### src/rtl/dmd_pkg.sv
package dmd_pkg;

  // Number of holding registers the reload selector chooses between.
  localparam int unsigned NUM_WORDS = 2;

  // Counter sequencing: unprimed after reset, running after the first load.
  typedef enum logic [0:0] {
    CNT_IDLE = 1'b0,
    CNT_RUN  = 1'b1
  } cnt_state_e;

endpackage

### src/rtl/dmd_word_bank.sv
module dmd_word_bank #(
  parameter int unsigned WORD_W = 8,
  parameter int unsigned N_WORD = 2
) (
  input  logic                           clk,
  input  logic                           rst,
  input  logic [N_WORD-1:0][WORD_W-1:0]  words_i,
  input  logic [N_WORD-1:0]              load_i,
  output logic [N_WORD-1:0][WORD_W-1:0]  words_q
);

  // One independent holding register per word, written on its own strobe.
  for (genvar g = 0; g < N_WORD; g++) begin : g_word
    always_ff @(posedge clk) begin
      if (rst) begin
        words_q[g] <= '0;
      end else if (load_i[g]) begin
        words_q[g] <= words_i[g];
      end
    end
  end

endmodule

### src/rtl/dmd_reload_sel.sv
module dmd_reload_sel #(
  parameter int unsigned WORD_W = 8,
  parameter int unsigned N_WORD = 2,
  localparam int unsigned SEL_W = (N_WORD > 1) ? $clog2(N_WORD) : 1
) (
  input  logic [N_WORD-1:0][WORD_W-1:0] words_q,
  input  logic [SEL_W-1:0]              sel_i,
  output logic [WORD_W-1:0]             reload_o
);

  logic [WORD_W-1:0] picked;

  always_comb begin
    picked = words_q[0];
    for (int i = 0; i < N_WORD; i++) begin
      if (sel_i == SEL_W'(i)) picked = words_q[i];
    end
  end

  // A zero word means the full counter range: reload all ones so the
  // cycle spans 2**WORD_W clocks.
  assign reload_o = (picked == '0) ? {WORD_W{1'b1}} : picked;

endmodule

### src/rtl/dmd_down_counter.sv
module dmd_down_counter
  import dmd_pkg::*;
#(
  parameter int unsigned WORD_W = 8
) (
  input  logic              clk,
  input  logic              rst,
  input  logic              en,
  input  logic [WORD_W-1:0] reload_i,
  output logic [WORD_W-1:0] count_q,
  output logic              tc_q
);

  cnt_state_e state_q;

  always_ff @(posedge clk) begin
    if (rst) begin
      state_q <= CNT_IDLE;
      count_q <= '0;
      tc_q    <= 1'b0;
    end else if (en) begin
      unique case (state_q)
        CNT_IDLE: begin
          count_q <= reload_i;
          state_q <= CNT_RUN;
          tc_q    <= 1'b0;
        end
        CNT_RUN: begin
          if (count_q == '0) begin
            count_q <= reload_i;
            tc_q    <= 1'b1;
          end else begin
            count_q <= count_q - 1'b1;
            tc_q    <= 1'b0;
          end
        end
        default: begin
          state_q <= CNT_IDLE;
          tc_q    <= 1'b0;
        end
      endcase
    end else begin
      tc_q <= 1'b0;
    end
  end

endmodule

### src/rtl/dualmod_divider.sv
module dualmod_divider
  import dmd_pkg::*;
#(
  parameter int unsigned WORD_W = 8
) (
  input  logic              clk,
  input  logic              rst,
  input  logic              cnt_en,
  input  logic [WORD_W-1:0] word_a,
  input  logic              load_a,
  input  logic [WORD_W-1:0] word_b,
  input  logic              load_b,
  input  logic              sel_b,
  output logic              tc_pulse
);

  localparam int unsigned SEL_W = (NUM_WORDS > 1) ? $clog2(NUM_WORDS) : 1;

  logic [NUM_WORDS-1:0][WORD_W-1:0] words_in;
  logic [NUM_WORDS-1:0][WORD_W-1:0] words_q;
  logic [NUM_WORDS-1:0]             loads;
  logic [WORD_W-1:0]                reload_val;
  logic [WORD_W-1:0]                count_q;
  logic [WORD_W-1:0]                reg_a_q;
  logic [WORD_W-1:0]                reg_b_q;
  logic [SEL_W-1:0]                 sel_idx;

  assign words_in[0] = word_a;
  assign words_in[1] = word_b;
  assign loads       = {load_b, load_a};
  assign sel_idx     = SEL_W'(sel_b);
  assign reg_a_q     = words_q[0];
  assign reg_b_q     = words_q[1];

  dmd_word_bank #(.WORD_W(WORD_W), .N_WORD(NUM_WORDS)) u_bank (
    .clk     (clk),
    .rst     (rst),
    .words_i (words_in),
    .load_i  (loads),
    .words_q (words_q)
  );

  dmd_reload_sel #(.WORD_W(WORD_W), .N_WORD(NUM_WORDS)) u_sel (
    .words_q  (words_q),
    .sel_i    (sel_idx),
    .reload_o (reload_val)
  );

  dmd_down_counter #(.WORD_W(WORD_W)) u_cnt (
    .clk      (clk),
    .rst      (rst),
    .en       (cnt_en),
    .reload_i (reload_val),
    .count_q  (count_q),
    .tc_q     (tc_pulse)
  );

endmodule

### config.mk
export PLATFORM = sky130hd
export DESIGN_NAME = dualmod_divider
export DESIGN_NICKNAME = d
export VERILOG_FILES = /design/src/rtl/dmd_pkg.sv /design/src/rtl/dmd_word_bank.sv /design/src/rtl/dmd_reload_sel.sv /design/src/rtl/dmd_down_counter.sv /design/src/rtl/dualmod_divider.sv
export SDC_FILE = /design/constraint.sdc
export NUM_CORES = 1
export LEC_CHECK = 0
export BUFFER_PORTS_ARGS = -buffer_cell sky130_fd_sc_hd__buf_4
export CORE_UTILIZATION = 58
export DETAILED_ROUTE_END_ITERATION = 10
export GPL_TIMING_DRIVEN = 0
export PLACE_DENSITY = 0.82
export SYNTH_ARGS = -nofsm -noshare
export SYNTH_HDL_FRONTEND = slang
export SYNTH_SLANG_ARGS = --single-unit
### constraint.sdc
create_clock -name clk -period 3.4 [get_ports clk]
set_clock_uncertainty 0.2 [all_clocks]
set_input_delay 0.34 -clock clk [delete_from_list [all_inputs] [get_ports clk]]
set_output_delay 0.34 -clock clk [all_outputs]
set_load 0.01 [all_outputs]
[Word-level counts from Yosys, hierarchy flattened]
Index checks and enable logic that the tools add are counted.
Operators by class
  mux-type cells: 6
  reductions and logical operators: 3
  add/sub/neg operators: 1
  bitwise gates (word level): 2
Operators with widths (count)
  $mux 8: 3
  $logic_not 8->1: 2
  $pmux 8 s2: 1
  $sub 8x1->8 const B: 1
  $not 1->1: 2
  $pmux 1 s2: 1
  $reduce_or 2->1: 1
  $mux 1: 1
Word-level totals
  output and inout port bits: 1
  register bits after elaboration: 26

[Depth between registers and ports, before layout]
Gate-level depths: netlist (run 1).
  depth after elaboration: 5
  gate-level depth with buffers: 6
  mapped depth without buffers: 6

[Modules after synthesis]
Synthesis (run 1) repeated with hierarchy kept, for this count alone.
Second synthesis, totals
  cell total of the unflattened synthesis: 148
  area total of the unflattened synthesis: 1390.1 µm²
Modules (own cells, without submodules)
  dmd_down_counter: times used 1, cells each 72, area an instance 626.9 µm²
  dmd_word_bank: times used 1, cells each 52, area an instance 579.3 µm²
  dmd_reload_sel: times used 1, cells each 24, area an instance 183.9 µm²

[Least setup slack after synthesis (run 1)]
No wires, ideal clock.
  kind: reg2reg
  start point: register u_cnt.count_q[3]
  end point: register u_cnt.count_q[7]
  cell stages (with the launch flop): 6
  data required time: 3071 ps
  setup slack: 1692 ps
  period minus slack after synthesis: 1708 ps
  data arrival time: 1379 ps
  library setup time: 129 ps
  cells stage by stage: dfxtp_1 > nor4_4 > a31o_4 > nand2_4 > a2111oi_4 > a211oi_1
Between the ends
  cells in the longest elaborated chain, start to end: 3
  elaborated cells on any way between the ends: 4
  classes of those cells: add/sub: 1; mux: 2; reduce/logical: 1
Ends and longest elaborated chain
  start, declared: RTL line dmd_down_counter.sv:10  | output logic [WORD_W-1:0] count_q,
  start signal, assigned: RTL line dmd_down_counter.sv:24  | count_q <= reload_i;
  start signal, assigned: RTL line dmd_down_counter.sv:30  | count_q <= reload_i;
  start signal, assigned: RTL line dmd_down_counter.sv:33  | count_q <= count_q - 1'b1;
  $sub 8x1->8 / $logic_not 8->1 (equally long branches): RTL line dmd_down_counter.sv:33, dmd_down_counter.sv:29
  $mux 8 *: RTL line dmd_down_counter.sv:29  | if (count_q == '0) begin
  $pmux 8 s2 *: RTL line dmd_down_counter.sv:22  | unique case (state_q)
Every way passes the cells marked *; elsewhere a longest branch is shown, timed or not.
A chain may end at the register's enable or synchronous reset.

[Worst setup path after layout (run 1)]
  start point: register u_cnt.count_q[0]
  end point: register u_cnt.count_q[6]
The elaborated chain is that of the path after synthesis.

==> results by group, run 1 <==
Timing
  • Worst slew pin tran: between 0.5 and 0.6 ns
  • Total Negative Setup Slacks: 0 ns
  • Hold Vio Cnt, Final: 0
  • Period utilization: between 50% and 60%
  • Slew HR: 62.6%
  • Endpoints failing setup: 0
  • Max-slew violation count: 0
  • RSZ-0062 raised after global routing: false
  • Maximum clock rate: 534 MHz
  • Post-route minimum period: around 1.9 ns

Floorplan
  • Die area: around 2500 um2
  • Chip width: 49.5 um
  • Core area: 2040 um2
  • I/O Pins: 23
  • Initial core utilization: 64.2%
  • Die Y-Extent: between 40 and 50 um
  • Row count: 16

Clocking
  • Clk pin slew, worst setup/hold paths: between 0.1 and 0.15 ns
  • CTS root buf: clkbuf_4
  • Hold buffer count at CTS: 0
  • Postcts setup bufs: 0
  • H-Tree Depth: 1
  • Clk Latency, worst-skew pair: between 0.3 and 0.4 ns
  • Longest Clk Path Bufs: 2
  • TritonCTS buffer count: 3
  • CTS Sinks: 26
  • CTS tree: yes
  • Post_cts resized: 0

Detailed routing
  • TritonRoute pass-1 iters: 4
  • Drt wl/cell: around 15 um
  • Via count: 1,156
  • Routed WL: 2.87 mm
  • Top routing layer used: met4
  • Met3 WL: about 150 um
  • Initial DRC count: 28
  • Post-DRT Antenna Nets: 0
  • DRC violations left: 0
  • WL met1: 1.18 mm
  • Met2 wire length: 1.43 mm
  • Via-to-Cell Ratio: 6.02

GRT
  • Initial antenna violation count: 0
  • Grt ovf: 0
  • Largest net degree at the start of global routing: 16
  • GRT Resource Usage Total: 26.1%
  • Vias in the first global route: 1,119
  • Global-route wire length before repair: 4.84 mm

Placement
  • Post-DP HPWL: between 2 and 2.5 mm
  • Placer Congestion: 0.847
  • Port Buffers: 18

Final layout
  • Final-stage net count: 190
  • P&R area growth vs syn: 16.9%
  • Filler cell count in the final layout: 163
  • Final core utilization: 75.0%
  • Number of antenna diodes: 0
  • Share of post-route cells with drive strength above 1: 18.2%

Setup path
  • Worst Setup End Kind: flop
  • Crit path DAT: about 1.9 ns
  • Worst-path cell chain: inv_1, ha_1, a31oi_1, nor2_1, a211oi_1
  • Slowest-stage cell, CP: a31oi_1
  • Startpoint Class: flop
  • Worst EP required: around 3.5 ns
  • Critical path's largest stage delay: 0.43 ns
  • Critical-path maximum fanout: 6
  • Crit path kind: reg -> reg

Synth
  • Mapped Cells: 143
  • Syn Area/Cell: between 9 and 10 um2
  • Netlist cell types: 32
  • Register area share after synthesis: 39.7%
  • Flops & latches, synth: 26
  • Area fraction of the dominant cell type after synthesis: 39.7%
  • Yosys top cell by area: dfxtp_1
  • Ranking of synthesized cells by area: dfxtp_1, mux2i_1, nor2_1, nor4_1, a2111oi_4
  • Warnings from Yosys: 0
  • Mapped Nets: 167
  • Post-Syn Area: roughly 1300 um2

Job
  • MaxCap Viol Count: 0

Power and ir drop
  • Worst vdd ir: ~0.43 mV
  • LEAKAGE: 0.665 nW
  • PD cells: 485 nW/um2

Status
  • Run status: finished clean

Min path
  • Hold Path Class: in -> reg
[state kept, by name, summed over array words and instances, names as in the netlist]
| signal | cells |
|---|---|
| u_cnt.count_q | 8 |
| u_cnt.state_q | 1 |
| u_bank.words_q | 16 |
| u_cnt.tc_q | 1 |
[path summary, 6_finish.rpt]
| path | from | to | slack [ns] | depth (start not counted) |
|---|---|---|---|---|
| worst max-delay path | u_cnt.count_q[0] | u_cnt.count_q[6] | 1.53 | 5 |
| worst min-delay path | word_b[7] | u_bank.words_q[15] | 0.04 | 3 |
| worst max register to register | u_cnt.count_q[0] | u_cnt.count_q[6] | 1.53 | 5 |
| worst min register to register | u_cnt.count_q[1] | u_cnt.count_q[1] | 0.32 | 2 |
[stage by stage]
| stage | instance area, um2 | setup WS, ns | instances | power (mW) | hold slack (ns) |
|---|---|---|---|---|---|
| 2_1_floorplan | 1310 | 1.69 | 143 | 0.485 | 0.262 |
| 3_3_place_gp | 1480 | 1.59 | 188 | 0.525 | 0.280 |
| 3_5_place_dp | 1480 | 1.56 | 188 | 0.533 | 0.298 |
| 4_1_cts | 1530 | 1.53 | 192 | 0.747 | 0.0256 |
| 5_1_grt | 1530 | 1.37 | 192 | 0.776 | 0.0446 |
| 6_report | 1530 | 1.53 | 192 | 0.742 | 0.0394 |
[synthesized netlist by cell type]
master and n:
nor3b_1 1, nand2b_1 2, nand2_4 1, a21oi_1 5, nor2_1 23, nand2_1 4
o21ai_1 1, a211o_1 1, and2_1 1, a2111oi_4 1, o31ai_1 1, nor4_4 1
o21bai_1 1, nor3_1 5, a221oi_1 2, clkbuf_1 5, a41oi_1 1, a31o_4 1
inv_1 5, nor2b_1 3, a41o_1 2, dfxtp_1 26, mux2_2 1, buf_2 3
o21ai_0 5, nand4_1 1, nor4_1 6, mux2i_1 22, nand3_1 3, ha_1 2
a211oi_1 3, a31oi_1 4
[cell families after synthesis]
family | share of synthesized area [%]
mux | 17.7
compound gates | 16.6
buf+inv | 4.01
flops | 39.7
simple gates | 20.1
fa+ha+maj | 1.91
[cell type report]
class | count | area [um2] | share of cell area (%)
Multi-Input combinational cell | 104 | 737 | 48.1
Buffer | 8 | 33.8 | 2.21
Clock inverter | 1 | 30.0 | 1.96
Inverter | 5 | 18.8 | 1.23
Sequential cell | 26 | 520 | 34.0
Clock buffer | 3 | 22.5 | 1.47
Tap cell | 27 | 33.8 | 2.21
Timing Repair Buffer | 18 | 135 | 8.82
[cells in the final DEF, fill, tap and decap left out, drive strengths merged]
| master | netlist | routed |
|---|---|---|
| a2111oi | 1 | 1 |
| a211o | 1 | 1 |
| a211oi | 3 | 3 |
| a21oi | 5 | 5 |
| a221oi | 2 | 2 |
| a31o | 1 | 1 |
| a31oi | 4 | 4 |
| a41o | 2 | 2 |
| a41oi | 1 | 1 |
| and2 | 1 | 1 |
| buf | 3 | 21 |
| bufinv | 0 | 1 |
| clkbuf | 5 | 8 |
| dfxtp | 26 | 26 |
| ha | 2 | 2 |
| inv | 5 | 5 |
| mux2 | 1 | 1 |
| mux2i | 22 | 22 |
| nand2 | 5 | 5 |
| nand2b | 2 | 2 |
| nand3 | 3 | 3 |
| nand4 | 1 | 1 |
| nor2 | 23 | 23 |
| nor2b | 3 | 3 |
| nor3 | 5 | 5 |
| nor3b | 1 | 1 |
| nor4 | 7 | 7 |
| o21ai | 6 | 6 |
| o21bai | 1 | 1 |
| o31ai | 1 | 1 |
[power by group]
group / switching (mW) / leakage [nW] / internal, mW / total, mW
clock: 0.0943 / 0.0279 / 0.119 / 0.214
sequential: 0.0297 / 0.215 / 0.330 / 0.359
combinational: 0.0894 / 0.422 / 0.0798 / 0.169
[layer usage]
layer	vias to the layer above	track usage [%]
li1	566	-
met1	530	29.3
met2	47	44.1
met3	13	5.56
met4	0	17.1
met5	-	0
[worst max-delay path, delay by kind of cell (launching register included)]
| kind | cells | cell delay, ns |
|---|---|---|
| adder cells (fa/ha/maj) | 1 | 0.24 |
| AO/OA/AOI/OAI | 2 | 0.68 |
| flip-flops | 1 | 0.39 |
| buffers and inverters | 1 | 0.09 |
| AND/OR/NAND/NOR | 1 | 0.20 |
(Power assumes the default switching activity.)
==> run 2: changes to the inputs <==
--- a/config.mk
+++ b/config.mk
@@ -6,10 +6,10 @@
 export NUM_CORES = 1
 export LEC_CHECK = 0
 export BUFFER_PORTS_ARGS = -buffer_cell sky130_fd_sc_hd__buf_4
-export CORE_UTILIZATION = 58
+export CORE_UTILIZATION = 54
 export DETAILED_ROUTE_END_ITERATION = 10
 export GPL_TIMING_DRIVEN = 0
-export PLACE_DENSITY = 0.82
+export PLACE_DENSITY = 0.77
 export SYNTH_ARGS = -nofsm -noshare
 export SYNTH_HDL_FRONTEND = slang
 export SYNTH_SLANG_ARGS = --single-unit
==> constraint.sdc (replaced) <==
create_clock -name clk -period 1.95 [get_ports clk]
set_clock_uncertainty 0.2 [all_clocks]
set_input_delay 0.195 -clock clk [delete_from_list [all_inputs] [get_ports clk]]
set_output_delay 0.195 -clock clk [all_outputs]
set_load 0.01 [all_outputs]
==> run 2 against run 1 <==
Combinational power up 100%. Clock-buffer cell count unchanged. Sequential cell count unchanged. Sequential power up 75%. First-iteration DRC count up 3.6%. Setup slack worse by 1.4 ns. Global-route usage up 0.42 points. Sequential share of layout area down 3.9 points. Via count up 4.8%. Non-clock buffer count up 19. Largest power group unchanged. Highest routed layer unchanged.
==> results by group, run 2 (synthesized netlist as in run 1, its figures left out) <==
Floorplan
  • Chip width: 51.3 um (was 49.5 um)
  • Die area: 2630 um2 (was 2450 um2)
  • Die Y-Extent: 51.3 um (was 49.5 um)
  • Core area: 2250 um2 (was 2040 um2)
  • Row count: 17 (was 16)
  • I/O Pins: 23 (unchanged)
  • Initial core utilization: 58.1% (was 64.2%)

Timing
  • Total Negative Setup Slacks: 0 ns (unchanged)
  • Period utilization: 93.7% (was 55.1%)
  • Hold Vio Cnt, Final: 0 (unchanged)
  • Endpoints failing setup: 0 (unchanged)
  • Post-route minimum period: 1.83 ns (was 1.87 ns)
  • Worst slew pin tran: 0.555 ns (was 0.558 ns)
  • Maximum clock rate: 547 MHz (was 534 MHz)
  • Max-slew violation count: 0 (unchanged)
  • Slew HR: 63.0% (was 62.6%)

Setup path
  • Crit path kind: reg -> reg (unchanged)
  • Worst EP required: 1.98 ns (was 3.46 ns)
  • Worst Setup End Kind: flop (unchanged)
  • Crit path DAT: 1.85 ns (was 1.93 ns)
  • Startpoint Class: flop (unchanged)
  • Setup slack, reg-to-reg: 0.12 ns (was 1.53 ns)
  • Critical-path maximum fanout: 5 (was 6)

Detailed routing
  • Post-DRT Antenna Nets: 0 (unchanged)
  • TritonRoute pass-1 iters: 4 (unchanged)
  • Via-to-Cell Ratio: 5.71 (was 6.02)
  • Via count: 1,211 (was 1,156)
  • Drt wl/cell: 15.4 um (was 15.0 um)
  • Initial DRC count: 29 (was 28)
  • Routed WL: 3.27 mm (was 2.87 mm)
  • DRC violations left: 0 (unchanged)

GRT
  • Initial antenna violation count: 0 (unchanged)
  • GRT Resource Usage Total: 26.5% (was 26.1%)
  • Global-route wire length before repair: 5.13 mm (was 4.84 mm)
  • Largest net degree at the start of global routing: 16 (unchanged)
  • Grt ovf: 0 (unchanged)
  • Vias in the first global route: 1,126 (was 1,119)

Final layout
  • Final core utilization: 77.0% (was 75.0%)
  • Post-route cell area: 1740 um2 (was 1530 um2)
  • Commonest non-fill, non-tap cell in the layout: dfxtp_1 (unchanged)
  • Final-stage net count: 209 (was 190)
  • Share of post-route cells with drive strength above 1: 19.6% (was 18.2%)
  • Register name with the most flops: u_bank.words_q (unchanged)
  • Layout Cells excl Fill: 212 (was 192)
  • Max reg flops: 16 (unchanged)
  • Number of antenna diodes: 0 (unchanged)
  • Filler cell count in the final layout: 160 (was 163)
  • P&R area growth vs syn: 32.5% (was 16.9%)
  • Commonest non-fill, non-tap cells in the layout: dfxtp_1, nor2_1, mux2i_1 (unchanged)
  • Regs by FF count: u_bank.words_q x16, u_cnt.count_q x8 (unchanged)

Placement
  • Placer Congestion: 0.800 (was 0.847)
  • Placed Instances: 189 (was 188)
  • Placed Area: 1480 um2 (about the same)
  • Port Buffers: 18 (unchanged)
  • Post-DP HPWL: 2.12 mm (was 2.17 mm)

Power and ir drop
  • Switching power: 391 uW (was 213 uW)
  • PD cells: 776 nW/um2 (was 485 nW/um2)
  • P_int: 955 uW (was 529 uW)
  • LEAKAGE: 0.749 nW (was 0.665 nW)
  • Sw Ratio: 29.1% (was 28.7%)
  • Worst vdd ir: 0.755 mV (was 0.429 mV)
  • Share of power burned in registers: 46.7% (was 48.4%)
  • Clock power share: 27.7% (was 28.8%)
  • Power, Total: 1.35 mW (was 742 uW)
  • Comb power frac: 25.5% (was 22.8%)

Clocking
  • Longest Clk Path Bufs: 2 (unchanged)
  • H-Tree Depth: 1 (unchanged)
  • TritonCTS buffer count: 3 (unchanged)
  • CTS Sinks: 26 (unchanged)
  • CTS root buf: clkbuf_4 (unchanged)
  • CTS tree: yes (unchanged)
  • Clk Latency, worst-skew pair: 0.32 ns (about the same)
  • Clk pin slew, worst setup/hold paths: 0.14 ns (about the same)

Job
  • MaxCap Viol Count: 0 (unchanged)

Min path
  • Hold Path Class: in -> reg (unchanged)

Status
  • Run status: finished clean (unchanged)
==> run 2: changes by cell type in the layout (fill, tap and decap cells not counted), sizes merged <==
cell	before	now
dlygate4sd3	0	17
buf	21	23
==> run 2: path summary, 6_finish.rpt <==
check,start,cells past startpoint,endpoint
max reg2reg,u_cnt.count_q[6],5,u_cnt.count_q[7]
max,u_cnt.count_q[6],5,u_cnt.count_q[7]
min reg2reg,u_cnt.count_q[1],2,u_cnt.count_q[1]
min,sel_b,4,u_cnt.count_q[1]
==> run 2: final cells by class <==
class | count | area (um2) | share of cell area [%]
repair buffers | 37 | 320 | 18.5
plain buffers | 8 | 33.8 | 1.95
multi-input cells | 104 | 753 | 43.4
flip-flops and latches | 26 | 522 | 30.1
clock inverters | 1 | 30.0 | 1.73
well taps | 28 | 35.0 | 2.02
inverters | 5 | 18.8 | 1.08
clock buffers | 3 | 22.5 | 1.30
==> run 2: routing by layer <==
metal | vias up | share of wire [%] | global-route usage [%]
li1 | 601 | - | -
met2 | 35 | 50 | 45.6
met3 | 8 | 3.3 | 4.17
met5 | - | 0 | 0
met4 | 0 | 1.6 | 12.6
met1 | 567 | 45 | 32.0
==> run 2: power by group through the flow <==
stage                     Clock [mW]  Sequential, mW  Combinational (mW)
after floorplan                    0           0.624               0.222
after global placement             0           0.635               0.282
after detailed placement           0           0.637               0.292
after CTS                      0.378           0.625               0.320
after global routing           0.405           0.635               0.379
final                          0.374           0.629               0.344
==> run 2: worst max-delay path, cell delays in order, from the launching register on <==
cell,delay [ns]
dfxtp_1,0.39
nor4_4,0.43
a31o_4,0.25
nand2_4,0.07
a2111oi_4,0.31
a211oi_1,0.08
==> run 2: timing repair <==
item,CTS,global route
hold buffers,17,0
setup buffers,0,2
gates resized for setup,0,4
endpoints found under the setup margin,0,7
hold endpoints to repair,17,0
==> run 2: stage by stage <==
step                setup slack [ns]  hold WS [ns]
global route                -0.00627         0.161
CTS                           0.0302         0.179
finish                         0.122         0.141
floorplan                      0.242         0.143
detailed placement            0.0639         0.239
global placement               0.136         0.228
